==> config.mk <==
export PLATFORM = sky130hd
export DESIGN_NAME = kbd_char_scanner
export DESIGN_NICKNAME = d
export VERILOG_FILES = /design/src/rtl/kbd_scan_pkg.sv /design/src/rtl/kbd_prefix_track.sv /design/src/rtl/kbd_key_decode.sv /design/src/rtl/kbd_hs_ctrl.sv /design/src/rtl/kbd_char_scanner.sv
export SDC_FILE = /design/constraint.sdc
export NUM_CORES = 1
export LEC_CHECK = 0
export ABC_CLOCK_PERIOD_IN_PS = 2000
export BUFFER_PORTS_ARGS = -buffer_cell sky130_fd_sc_hd__buf_2
export CELL_PAD_IN_SITES_DETAIL_PLACEMENT = 2
export CELL_PAD_IN_SITES_GLOBAL_PLACEMENT = 2
export CORE_ASPECT_RATIO = 1.75
export CORE_UTILIZATION = 30
export DETAILED_ROUTE_END_ITERATION = 12
export GPL_ROUTABILITY_DRIVEN = 1
export PLACE_DENSITY = 0.76
export SLEW_MARGIN = 20
export SYNTH_ARGS = -nofsm -noshare
export SYNTH_HDL_FRONTEND = slang
export SYNTH_SLANG_ARGS = --single-unit
export TNS_END_PERCENT = 20
==> constraint.sdc <==
create_clock -name clk -period 2 [get_ports clk]
set_clock_uncertainty 0.1 [all_clocks]
set_input_delay 0.6 -clock clk [delete_from_list [all_inputs] [get_ports clk]]
set_output_delay 0.6 -clock clk [all_outputs]
set_load 0.01 [all_outputs]
==> src/rtl/kbd_scan_pkg.sv <==
package kbd_scan_pkg;

   typedef enum logic [1:0] {
      KEY_NONE  = 2'd0,
      KEY_CHAR  = 2'd1,
      KEY_BKSP  = 2'd2,
      KEY_ENTER = 2'd3
   } key_kind_t;

   typedef struct packed {
      key_kind_t  kind;
      logic [6:0] ascii;
   } key_info_t;

   function automatic key_info_t mk_char(input logic [6:0] a);
      key_info_t r;
      r.kind  = KEY_CHAR;
      r.ascii = a;
      return r;
   endfunction

   // make-code lookup, letters in lower case
   function automatic key_info_t scan_lookup(input logic [7:0] code, input logic ext);
      key_info_t r;
      r.kind  = KEY_NONE;
      r.ascii = 7'h00;
      if (ext) begin
         case (code)
            8'h4A:   r = mk_char(7'h2F);
            8'h5A:   r.kind = KEY_ENTER;
            default: r.kind = KEY_NONE;
         endcase
      end else begin
         case (code)
            8'h1C: r = mk_char("a");   8'h32: r = mk_char("b");
            8'h21: r = mk_char("c");   8'h23: r = mk_char("d");
            8'h24: r = mk_char("e");   8'h2B: r = mk_char("f");
            8'h34: r = mk_char("g");   8'h33: r = mk_char("h");
            8'h43: r = mk_char("i");   8'h3B: r = mk_char("j");
            8'h42: r = mk_char("k");   8'h4B: r = mk_char("l");
            8'h3A: r = mk_char("m");   8'h31: r = mk_char("n");
            8'h44: r = mk_char("o");   8'h4D: r = mk_char("p");
            8'h15: r = mk_char("q");   8'h2D: r = mk_char("r");
            8'h1B: r = mk_char("s");   8'h2C: r = mk_char("t");
            8'h3C: r = mk_char("u");   8'h2A: r = mk_char("v");
            8'h1D: r = mk_char("w");   8'h22: r = mk_char("x");
            8'h35: r = mk_char("y");   8'h1A: r = mk_char("z");
            8'h45: r = mk_char("0");   8'h16: r = mk_char("1");
            8'h1E: r = mk_char("2");   8'h26: r = mk_char("3");
            8'h25: r = mk_char("4");   8'h2E: r = mk_char("5");
            8'h36: r = mk_char("6");   8'h3D: r = mk_char("7");
            8'h3E: r = mk_char("8");   8'h46: r = mk_char("9");
            8'h29: r = mk_char(" ");   8'h41: r = mk_char(",");
            8'h49: r = mk_char(".");   8'h4A: r = mk_char("/");
            8'h4E: r = mk_char("-");   8'h55: r = mk_char("=");
            8'h7C: r = mk_char("*");   8'h79: r = mk_char("+");
            8'h7B: r = mk_char("-");
            8'h66: r.kind = KEY_BKSP;
            8'h5A: r.kind = KEY_ENTER;
            default: r.kind = KEY_NONE;
         endcase
      end
      return r;
   endfunction

endpackage

==> src/rtl/kbd_prefix_track.sv <==
module kbd_prefix_track #(
   parameter logic [7:0] EXT_BYTE = 8'hE0,
   parameter logic [7:0] REL_BYTE = 8'hF0
) (
   input  logic       clk,
   input  logic       rst_n,
   input  logic       accept,
   input  logic [7:0] code,
   output logic       key_valid,
   output logic       key_ext
);

   logic ext_q;
   logic rel_q;
   logic is_ext;
   logic is_rel;

   assign is_ext    = (code == EXT_BYTE);
   assign is_rel    = (code == REL_BYTE);
   assign key_valid = accept && !is_ext && !is_rel && !rel_q;
   assign key_ext   = ext_q;

   always_ff @(posedge clk or negedge rst_n) begin
      if (!rst_n) begin
         ext_q <= 1'b0;
         rel_q <= 1'b0;
      end else if (accept) begin
         if (is_ext) begin
            ext_q <= 1'b1;
         end else if (is_rel) begin
            rel_q <= 1'b1;
         end else begin
            ext_q <= 1'b0;
            rel_q <= 1'b0;
         end
      end
   end

   // prefix state is frozen whenever no byte is taken
   a_r9_flags_frozen: assert property (@(posedge clk) disable iff (!rst_n)
      !accept |=> ($stable(ext_q) && $stable(rel_q)));

   // a byte after the release marker is never passed on as a key
   a_r7_release_drop: assert property (@(posedge clk) disable iff (!rst_n)
      rel_q |-> !key_valid);

endmodule

==> src/rtl/kbd_key_decode.sv <==
module kbd_key_decode
   import kbd_scan_pkg::*;
#(
   parameter int CHAR_W     = 8,
   parameter bit UPPER_CASE = 1'b0
) (
   input  logic [7:0]        code,
   input  logic              ext,
   output key_kind_t         kind,
   output logic [CHAR_W-1:0] ch
);

   key_info_t  info;
   logic [6:0] folded;

   assign info = scan_lookup(code, ext);
   assign kind = info.kind;

   generate
      if (UPPER_CASE) begin : g_upper
         assign folded = ((info.ascii >= 7'h61) && (info.ascii <= 7'h7A)) ?
                         (info.ascii - 7'h20) : info.ascii;
      end else begin : g_lower
         assign folded = info.ascii;
      end
   endgenerate

   assign ch = CHAR_W'(folded);

endmodule

==> src/rtl/kbd_hs_ctrl.sv <==
module kbd_hs_ctrl
   import kbd_scan_pkg::*;
#(
   parameter int CHAR_W = 8
) (
   input  logic              clk,
   input  logic              rst_n,
   input  logic              key_valid,
   input  key_kind_t         kind,
   input  logic [CHAR_W-1:0] ch,
   output logic              ready,
   output logic [CHAR_W-1:0] char_out,
   output logic              char_req,
   output logic              bksp_req,
   input  logic              hist_ack,
   output logic              run_req,
   input  logic              run_done
);

   typedef enum logic [2:0] {
      HS_IDLE, HS_CHAR, HS_BKSP, HS_ACK_LO, HS_RUN, HS_RUN_LO
   } hs_state_t;

   hs_state_t         state;
   logic [CHAR_W-1:0] char_q;

   always_ff @(posedge clk or negedge rst_n) begin
      if (!rst_n) begin
         state  <= HS_IDLE;
         char_q <= '0;
      end else begin
         case (state)
            HS_IDLE: if (key_valid) begin
               case (kind)
                  KEY_CHAR: begin
                     state  <= HS_CHAR;
                     char_q <= ch;
                  end
                  KEY_BKSP:  state <= HS_BKSP;
                  KEY_ENTER: state <= HS_RUN;
                  default:   state <= HS_IDLE;
               endcase
            end
            HS_CHAR: if (hist_ack) begin
               state  <= HS_ACK_LO;
               char_q <= '0;
            end
            HS_BKSP:   if (hist_ack)  state <= HS_ACK_LO;
            HS_ACK_LO: if (!hist_ack) state <= HS_IDLE;
            HS_RUN:    if (run_done)  state <= HS_RUN_LO;
            HS_RUN_LO: if (!run_done) state <= HS_IDLE;
            default:   state <= HS_IDLE;
         endcase
      end
   end

   assign ready    = (state == HS_IDLE);
   assign char_req = (state == HS_CHAR);
   assign bksp_req = (state == HS_BKSP);
   assign run_req  = (state == HS_RUN);
   assign char_out = char_q;

   // never two requests at once
   a_r9_one_request: assert property (@(posedge clk) disable iff (!rst_n)
      $onehot0({char_req, bksp_req, run_req}));

   // character request and code held until acknowledged
   a_r3_char_hold: assert property (@(posedge clk) disable iff (!rst_n)
      (char_req && !hist_ack) |=> (char_req && $stable(char_out)));

   // request drops right after the acknowledge
   a_r3_char_release: assert property (@(posedge clk) disable iff (!rst_n)
      (char_req && hist_ack) |=> !char_req);

   // erase request carries no character
   a_r4_bksp_no_char: assert property (@(posedge clk) disable iff (!rst_n)
      bksp_req |-> (char_out == '0));

   // parser request held until completion, then dropped
   a_r5_run_hold: assert property (@(posedge clk) disable iff (!rst_n)
      (run_req && !run_done) |=> run_req);

   a_r5_run_release: assert property (@(posedge clk) disable iff (!rst_n)
      (run_req && run_done) |=> !run_req);

endmodule

==> src/rtl/kbd_char_scanner.sv <==
module kbd_char_scanner
   import kbd_scan_pkg::*;
#(
   parameter int         CHAR_W     = 8,
   parameter bit         UPPER_CASE = 1'b0,
   parameter logic [7:0] EXT_BYTE   = 8'hE0,
   parameter logic [7:0] REL_BYTE   = 8'hF0
) (
   input  logic              clk,
   input  logic              rst_n,
   input  logic              key_stb,
   input  logic [7:0]        key_code,
   output logic [CHAR_W-1:0] char_out,
   output logic              char_req,
   output logic              bksp_req,
   input  logic              hist_ack,
   output logic              run_req,
   input  logic              run_done
);

   initial begin
      assert (CHAR_W >= 7) else $error("CHAR_W must hold a 7-bit code");
      assert (EXT_BYTE != REL_BYTE) else $error("prefix bytes must differ");
   end

   logic              ready;
   logic              accept;
   logic              key_valid;
   logic              key_ext;
   key_kind_t         kind;
   logic [CHAR_W-1:0] ch;

   assign accept = key_stb && ready;

   kbd_prefix_track #(
      .EXT_BYTE (EXT_BYTE),
      .REL_BYTE (REL_BYTE)
   ) u_prefix (
      .clk       (clk),
      .rst_n     (rst_n),
      .accept    (accept),
      .code      (key_code),
      .key_valid (key_valid),
      .key_ext   (key_ext)
   );

   kbd_key_decode #(
      .CHAR_W     (CHAR_W),
      .UPPER_CASE (UPPER_CASE)
   ) u_decode (
      .code (key_code),
      .ext  (key_ext),
      .kind (kind),
      .ch   (ch)
   );

   kbd_hs_ctrl #(
      .CHAR_W (CHAR_W)
   ) u_hs (
      .clk       (clk),
      .rst_n     (rst_n),
      .key_valid (key_valid),
      .kind      (kind),
      .ch        (ch),
      .ready     (ready),
      .char_out  (char_out),
      .char_req  (char_req),
      .bksp_req  (bksp_req),
      .hist_ack  (hist_ack),
      .run_req   (run_req),
      .run_done  (run_done)
   );

   // no request while held in reset
   a_r1_reset_quiet: assert property (@(posedge clk)
      !rst_n |-> !(char_req || bksp_req || run_req));

endmodule

==> impl_metrics.csv, run 1 <==
group,metric,value,unit
worst_setup_path,r2r_cells,7,
power,leakagePower,1.17,nW
timing,finalSetupViolCount,10,
cells_and_area,areaGrowthSynthToFinish,47.0,%
timing,hold_ws,0.127,ns
routing,drtIter0Drc,100,
synthesis,netlist_area,1770,µm²
cells_and_area,drive_above_1_share,42.3,%
global_route,grt_overflow,0,
clocking,cts_buffers,3,
timing,finalHoldViolCount,0,
global_route,grt_pass1_wl,13900,µm
place,port_buffers,22,
timing,drv_slew,0,
timing,timing.final.ws_setup,-0.747,ns
worst_setup_path,crit_path_start,"key_code[3]",
cells_and_area,fin_cells,388,
synthesis,synth_common_cells,"nor2_1, nand2_1, o21ai_0",
job,cap_violations,0,
global_route,antenna_found_initial,0,
routing,dr.pass1.iters,4,
worst_setup_path,cp.required,2.02,ns
worst_setup_path,startpoint_type,"primary input",
power,ir_worst_vdd,195,µV
power,seq_power_share,21.9,%
synthesis,yosysWarnings,0,
worst_setup_path,r2r-start,"u_hs.state[2]",
timing,rsz0062_at_grt,"yes",
worst_setup_path,crit_arrival,2.77,ns
place,hpwl,7240,µm
clocking,clk_latency,0.24,ns
power,intPower,0.886,mW
worst_setup_path,worstPathMaxFanout,16,
place,placed_cells,382,
clocking,clock_path_buffers,2,
floorplan,coreArea,5630,µm²
floorplan,die_x,60.1,µm
synthesis,syn-num-nets,246,
routing,vias,2266,
routing,via_per_inst,5.84,
run_status,violations,"negative setup slack",
clocking,ctsHoldBuffers,0,
floorplan,io_pins,24,
routing,drt_wl_total,8990,µm
synthesis,avgSynthCellArea,7.61,µm²
timing,maxSlewHeadroom,67.1,%
synthesis,synth_edf_count,0,
synthesis,synth_area_leaders,"dfrtp_1, o21ai_0, nor2_1",
routing,post-route-drc-count,0,
power,power.density,592,nW/µm²
global_route,grt_max_degree,17,
place,place_congestion,0.904,
synthesis,synth_most_common_cell,"nor2_1",
run_status,run_status,"finished with violations",
synthesis,synthFlopType,"dfrtp_1",
power,pwr-share-comb,60.8,%
worst_setup_path,path_class,"in -> reg",
synthesis,syn-instance-count,233,
worst_setup_path,crit_path_end,"u_hs.char_out[4]",
synthesis,yosysUniqueCellTypes,63,
clocking,cts_root_buf,"clkbuf_8",
worst_setup_path,r2r-end,"u_hs.char_out[4]",
clocking,h-tree-depth,1,
timing,finalCriticalPeriod,2.75,ns
clocking,cts_tree,"done",
clocking,clk_pin_slew,0.06,ns
synthesis,synth-seq-cells,12,
routing,wl_per_cell,23.2,µm
cells_and_area,final_nets,326,
cells_and_area,num_antenna_cells,0,
worst_setup_path,crit_path_end_kind,"flop",
cells_and_area,fill_cells,658,
synthesis,async_flop_share,100,%
synthesis,synth_top_cell_area_share,16.9,%
floorplan,die_h,104,µm
power,power,1.54,mW
timing,tightest_slew,0.487,ns
clocking,numClockSinks,12,
floorplan,num_rows,36,
power,clockPowerShare,17.3,%
power,switching_power,0.658,mW
routing,drtAntennaViolNets,0,
cells_and_area,final_core_util,46.3,%
synthesis,ys_seq_area_share,16.9,%
hold_path,hold_class,"in -> async",
global_route,grt_pass1_vias,2547,
floorplan,dieArea,6240,µm²
power,switching_share,42.6,%
global_route,grt_use_total,30.3,%
floorplan,start_util,31.5,%
worst_setup_path,ff2ff_setup_slack,-0.28,ns
timing,finalCritPeriodShare,137,%
timing,fmax,364,MHz
synthesis,synth.largest_area_cell,"dfrtp_1",
==> metal layers <==
| layer | up-vias | GRT usage (%) | wire length (µm) |
|---|---|---|---|
| met5 | - | 0 | 0 |
| met4 | 0 | 20.6 | 716 |
| met3 | 46 | 2.62 | 235 |
| met2 | 66 | 55.8 | 4940 |
| met1 | 1129 | 29.2 | 3100 |
| li1 | 1025 | - | - |
==> registers in the layout (all words and copies together) (netlist names) <==
register          cells
u_prefix.rel_q        1
u_hs.char_out         7
u_hs.state            3
u_prefix.key_ext      1
==> layout make-up <==
class	count	area (µm²)	area share [%]
tap	76	95.1	3.65
clock buffer	4	55.1	2.11
inverter	3	11.3	0.432
timing repair buffer	96	712	27.3
sequential	12	300	11.5
multi-input combinational	197	1440	55.0
==> cell families after synthesis <==
family | after synthesis | synth area share, %
other cells | 1 | 0.211
buf+inv | 24 | 8.04
simple gates | 122 | 43.1
mux | 2 | 1.41
flops | 12 | 16.9
xor+xnor | 6 | 2.96
compound gates | 66 | 27.4
==> cell usage in the layout, fill, tap and decap left out, types with 3 or more instances in the layout <==
cell	instances
a21oi_1	11
a31oi_1	4
and3_1	3
and3b_1	3
buf_12	3
buf_2	20
buf_4	72
clkbuf_8	4
dfrtp_1	12
inv_1	3
nand2_1	21
nand2b_1	5
nand3_1	14
nand4_1	3
nor2_1	23
nor2b_1	9
nor3_1	4
nor3b_1	5
nor4_1	4
nor4b_4	4
o21ai_0	16
o21ai_1	3
xnor2_1	3
xor2_1	3
==> what timing repair did <==
item | CTS | global route
setup endpoints to repair | 10 | 12
gates resized for setup | 16 | 6
setup buffers | 1 | 1
pin swaps | 6 | 5
==> critical path: stages <==
cell	delay [ns]
buf_2	0.22
nor4bb_2	0.24
a32oi_2	0.25
nand4_1	0.23
a2111oi_4	0.41
a31oi_4	0.15
o211ai_2	0.18
and2_4	0.18
mux2_4	0.29
==> how the worst min path moves through the flow <==
stage          slack, ns               end             start
2_1_floorplan       0.20  u_hs.char_out[0]             rst_n
3_3_place_gp        0.35  u_hs.char_out[5]  u_hs.char_out[5]
3_5_place_dp        0.39  u_hs.char_out[5]  u_hs.char_out[5]
4_1_cts             0.14  u_prefix.key_ext             rst_n
5_1_grt             0.14     u_hs.state[1]             rst_n
6_report            0.13     u_hs.state[0]             rst_n
==> through the flow <==
step           setup WS [ns]  TNS, ns  instance area (µm²)
2_1_floorplan         -0.657    -4.79                 1800
3_3_place_gp          -0.906    -8.06                 2430
3_5_place_dp           -1.07    -9.69                 2430
4_1_cts               -0.677    -5.72                 2570
5_1_grt               -0.773    -6.82                 2610
6_report              -0.747    -6.23                 2610
==> power by group through the flow <==
| stage | logic (mW) | clock network, mW | registers, mW |
|---|---|---|---|
| floorplan | 0.442 | 0 | 0.367 |
| detailed placement | 0.882 | 0 | 0.340 |
| finish | 0.939 | 0.267 | 0.337 |
| global placement | 0.806 | 0 | 0.336 |
| global route | 1.01 | 0.282 | 0.345 |
| CTS | 0.922 | 0.272 | 0.338 |
No activity file was read; power rests on OpenSTA's default activity.
==> run 2, diff against run 1 <==
Settings changed: ABC_CLOCK_PERIOD_IN_PS 2000 to 3050, CORE_UTILIZATION 30 to 34, PLACE_DENSITY 0.76 to 0.81.
Clock period 2 ns to 3.05 ns, I/O delays scaled along.
==> impl_metrics.csv, run 2 (synthesized netlist as in run 1, its figures left out) <==
group,metric,value,unit
run_status,run_status,"finished with violations",
run_status,violations,"negative setup slack",
worst_setup_path,critPathSlowestCell,"a311oi_2",
worst_setup_path,path_cells,"buf_2 -> buf_6 -> buf_12 -> and4b_1 -> a21oi_1 -> o31ai_2 -> a41o_2 -> a311oi_2 -> o21ai_0 -> nor3_2 -> o21ai_0",
cells_and_area,areaGrowthSynthToFinish,49.6,%
job,cap_violations,0,
global_route,grt_max_degree,20,
timing,setup_tns,-0.101,ns
worst_setup_path,r2r-start,"u_hs.state[1]",
worst_setup_path,cpPeakStageDelay,0.38,ns
floorplan,io_pins,24,
worst_setup_path,path_class,"in -> reg",
clocking,numClockSinks,12,
worst_setup_path,crit_family,"compound AO/OA/AOI/OAI gates",
timing,rsz0062_at_grt,"yes",
place,placed_cells,359,
cells_and_area,largest_reg_flops,7,
timing,drv_slew,0,
routing,wl_per_cell,29.3,µm
floorplan,die_x,56.6,µm
worst_setup_path,crit_path_start,"key_code[5]",
timing,finalCriticalPeriod,3.10,ns
cells_and_area,num_antenna_cells,0,
worst_setup_path,critPathBufInv,3,
timing,finalSetupViolCount,2,
worst_setup_path,cp.required,3.08,ns
worst_setup_path,worstPathMaxFanout,16,
timing,tightest_slew,0.661,ns
place,hpwl,7120,µm
floorplan,dieArea,5520,µm²
floorplan,die_h,97.6,µm
cells_and_area,drive_above_1_share,43.4,%
worst_setup_path,crit_path_end_kind,"flop",
hold_path,hold_class,"in -> async",
worst_setup_path,startpoint_type,"primary input",
clocking,clock_path_buffers,2,
timing,timing.final.ws_setup,-0.0533,ns
global_route,grt_overflow,0,
cells_and_area,final_nets,332,
timing,finalCritPeriodShare,102,%
cells_and_area,final_core_util,53.3,%
power,ir_worst_vdd,445,µV
cells_and_area,fin_cells,372,
routing,vias,2414,
worst_setup_path,cpMostUsedCell,"o21ai_0",
global_route,grt_pass1_vias,2603,
clocking,cts_root_buf,"clkbuf_8",
floorplan,coreArea,4980,µm²
routing,via_per_inst,6.49,
timing,fmax,322,MHz
routing,post-route-drc-count,0,
floorplan,start_util,35.6,%
power,leakagePower,1.22,nW
floorplan,num_rows,34,
place,place_congestion,0.965,
clocking,h-tree-depth,1,
global_route,antenna_found_initial,0,
routing,drtIter0Drc,126,
timing,finalHoldViolCount,0,
power,power.density,381,nW/µm²
cells_and_area,mostFrequentLayoutCells,"buf_4, nor2_1, nand2_1, buf_2, o21ai_0",
clocking,clk_pin_slew,0.06,ns
clocking,clk_latency,0.26,ns
clocking,cts_tree,"done",
routing,dr.pass1.iters,4,
routing,drtAntennaViolNets,0,
clocking,ctsHoldBuffers,0,
global_route,grt_pass1_wl,13800,µm
worst_setup_path,crit_arrival,3.13,ns
global_route,grt_use_total,33.4,%
clocking,cts_buffers,3,
routing,drt_wl_total,10900,µm
timing,maxSlewHeadroom,55.3,%
place,port_buffers,22,
cells_and_area,final_common_cell,"buf_4",
run 2: cell count changes in the layout (fill, tap and decap cells not counted), sizes merged:
cell    delta
buf        +4
clkbuf     +2
run 2: stage by stage:
step / instance area [µm²] / setup WS [ns] / hold WS, ns / power [mW]
2_1_floorplan: 1770 / 0.000543 / 0.363 / 0.526
3_3_place_gp: 2390 / -0.155 / 0.353 / 0.701
3_5_place_dp: 2390 / -0.356 / 0.366 / 0.746
4_1_cts: 2460 / 0.0000815 / 0.426 / 0.952
5_1_grt: 2660 / -0.118 / 0.444 / 1.05
6_report: 2660 / -0.0533 / 0.441 / 1.01
run 2: routing by layer:
layer	share of wire [%]	wire length, µm	track usage (%)
met3	3.3	358	2.26
met4	7.7	842	24.0
met2	55	5960	65.7
met5	0	0	0
met1	34	3730	30.1
run 2: worst paths after layout:
| kind | cells after the start | slack (ns) | endpoint |
|---|---|---|---|
| setup / recovery | 11 | -0.05 | u_hs.char_out[0] |
| hold / removal | 1 | 0.44 | u_hs.char_out[4] |
| setup reg to reg | 8 | 0.48 | u_hs.state[2] |
| hold reg to reg | 2 | 0.44 | u_prefix.rel_q |
| max in group asynchronous | 1 | 2.17 | u_hs.state[1] |
| min in group clk | 2 | 0.44 | u_prefix.rel_q |
run 2: repair_timing:
item / in CTS / in global routing
setup endpoints to repair: 5 / 7
gates resized for setup: 4 / 26
setup buffers: 0 / 8
hold endpoints to repair: 0 / 0
pin swaps: 2 / 12
gates cloned: 0 / 1
run 2: area by class of cell:
type	count	area, µm²
inverters	3	11.3
multi-input cells	197	1430
repair buffers	102	795
clock buffers	4	55.1
flip-flops and latches	12	300
well taps	54	67.6
fillers	556	2320
run 2: power breakdown:
| group | switching [mW] | internal [mW] |
|---|---|---|
| registers | 0.0449 | 0.198 |
| clock network | 0.0714 | 0.115 |
| logic | 0.343 | 0.240 |
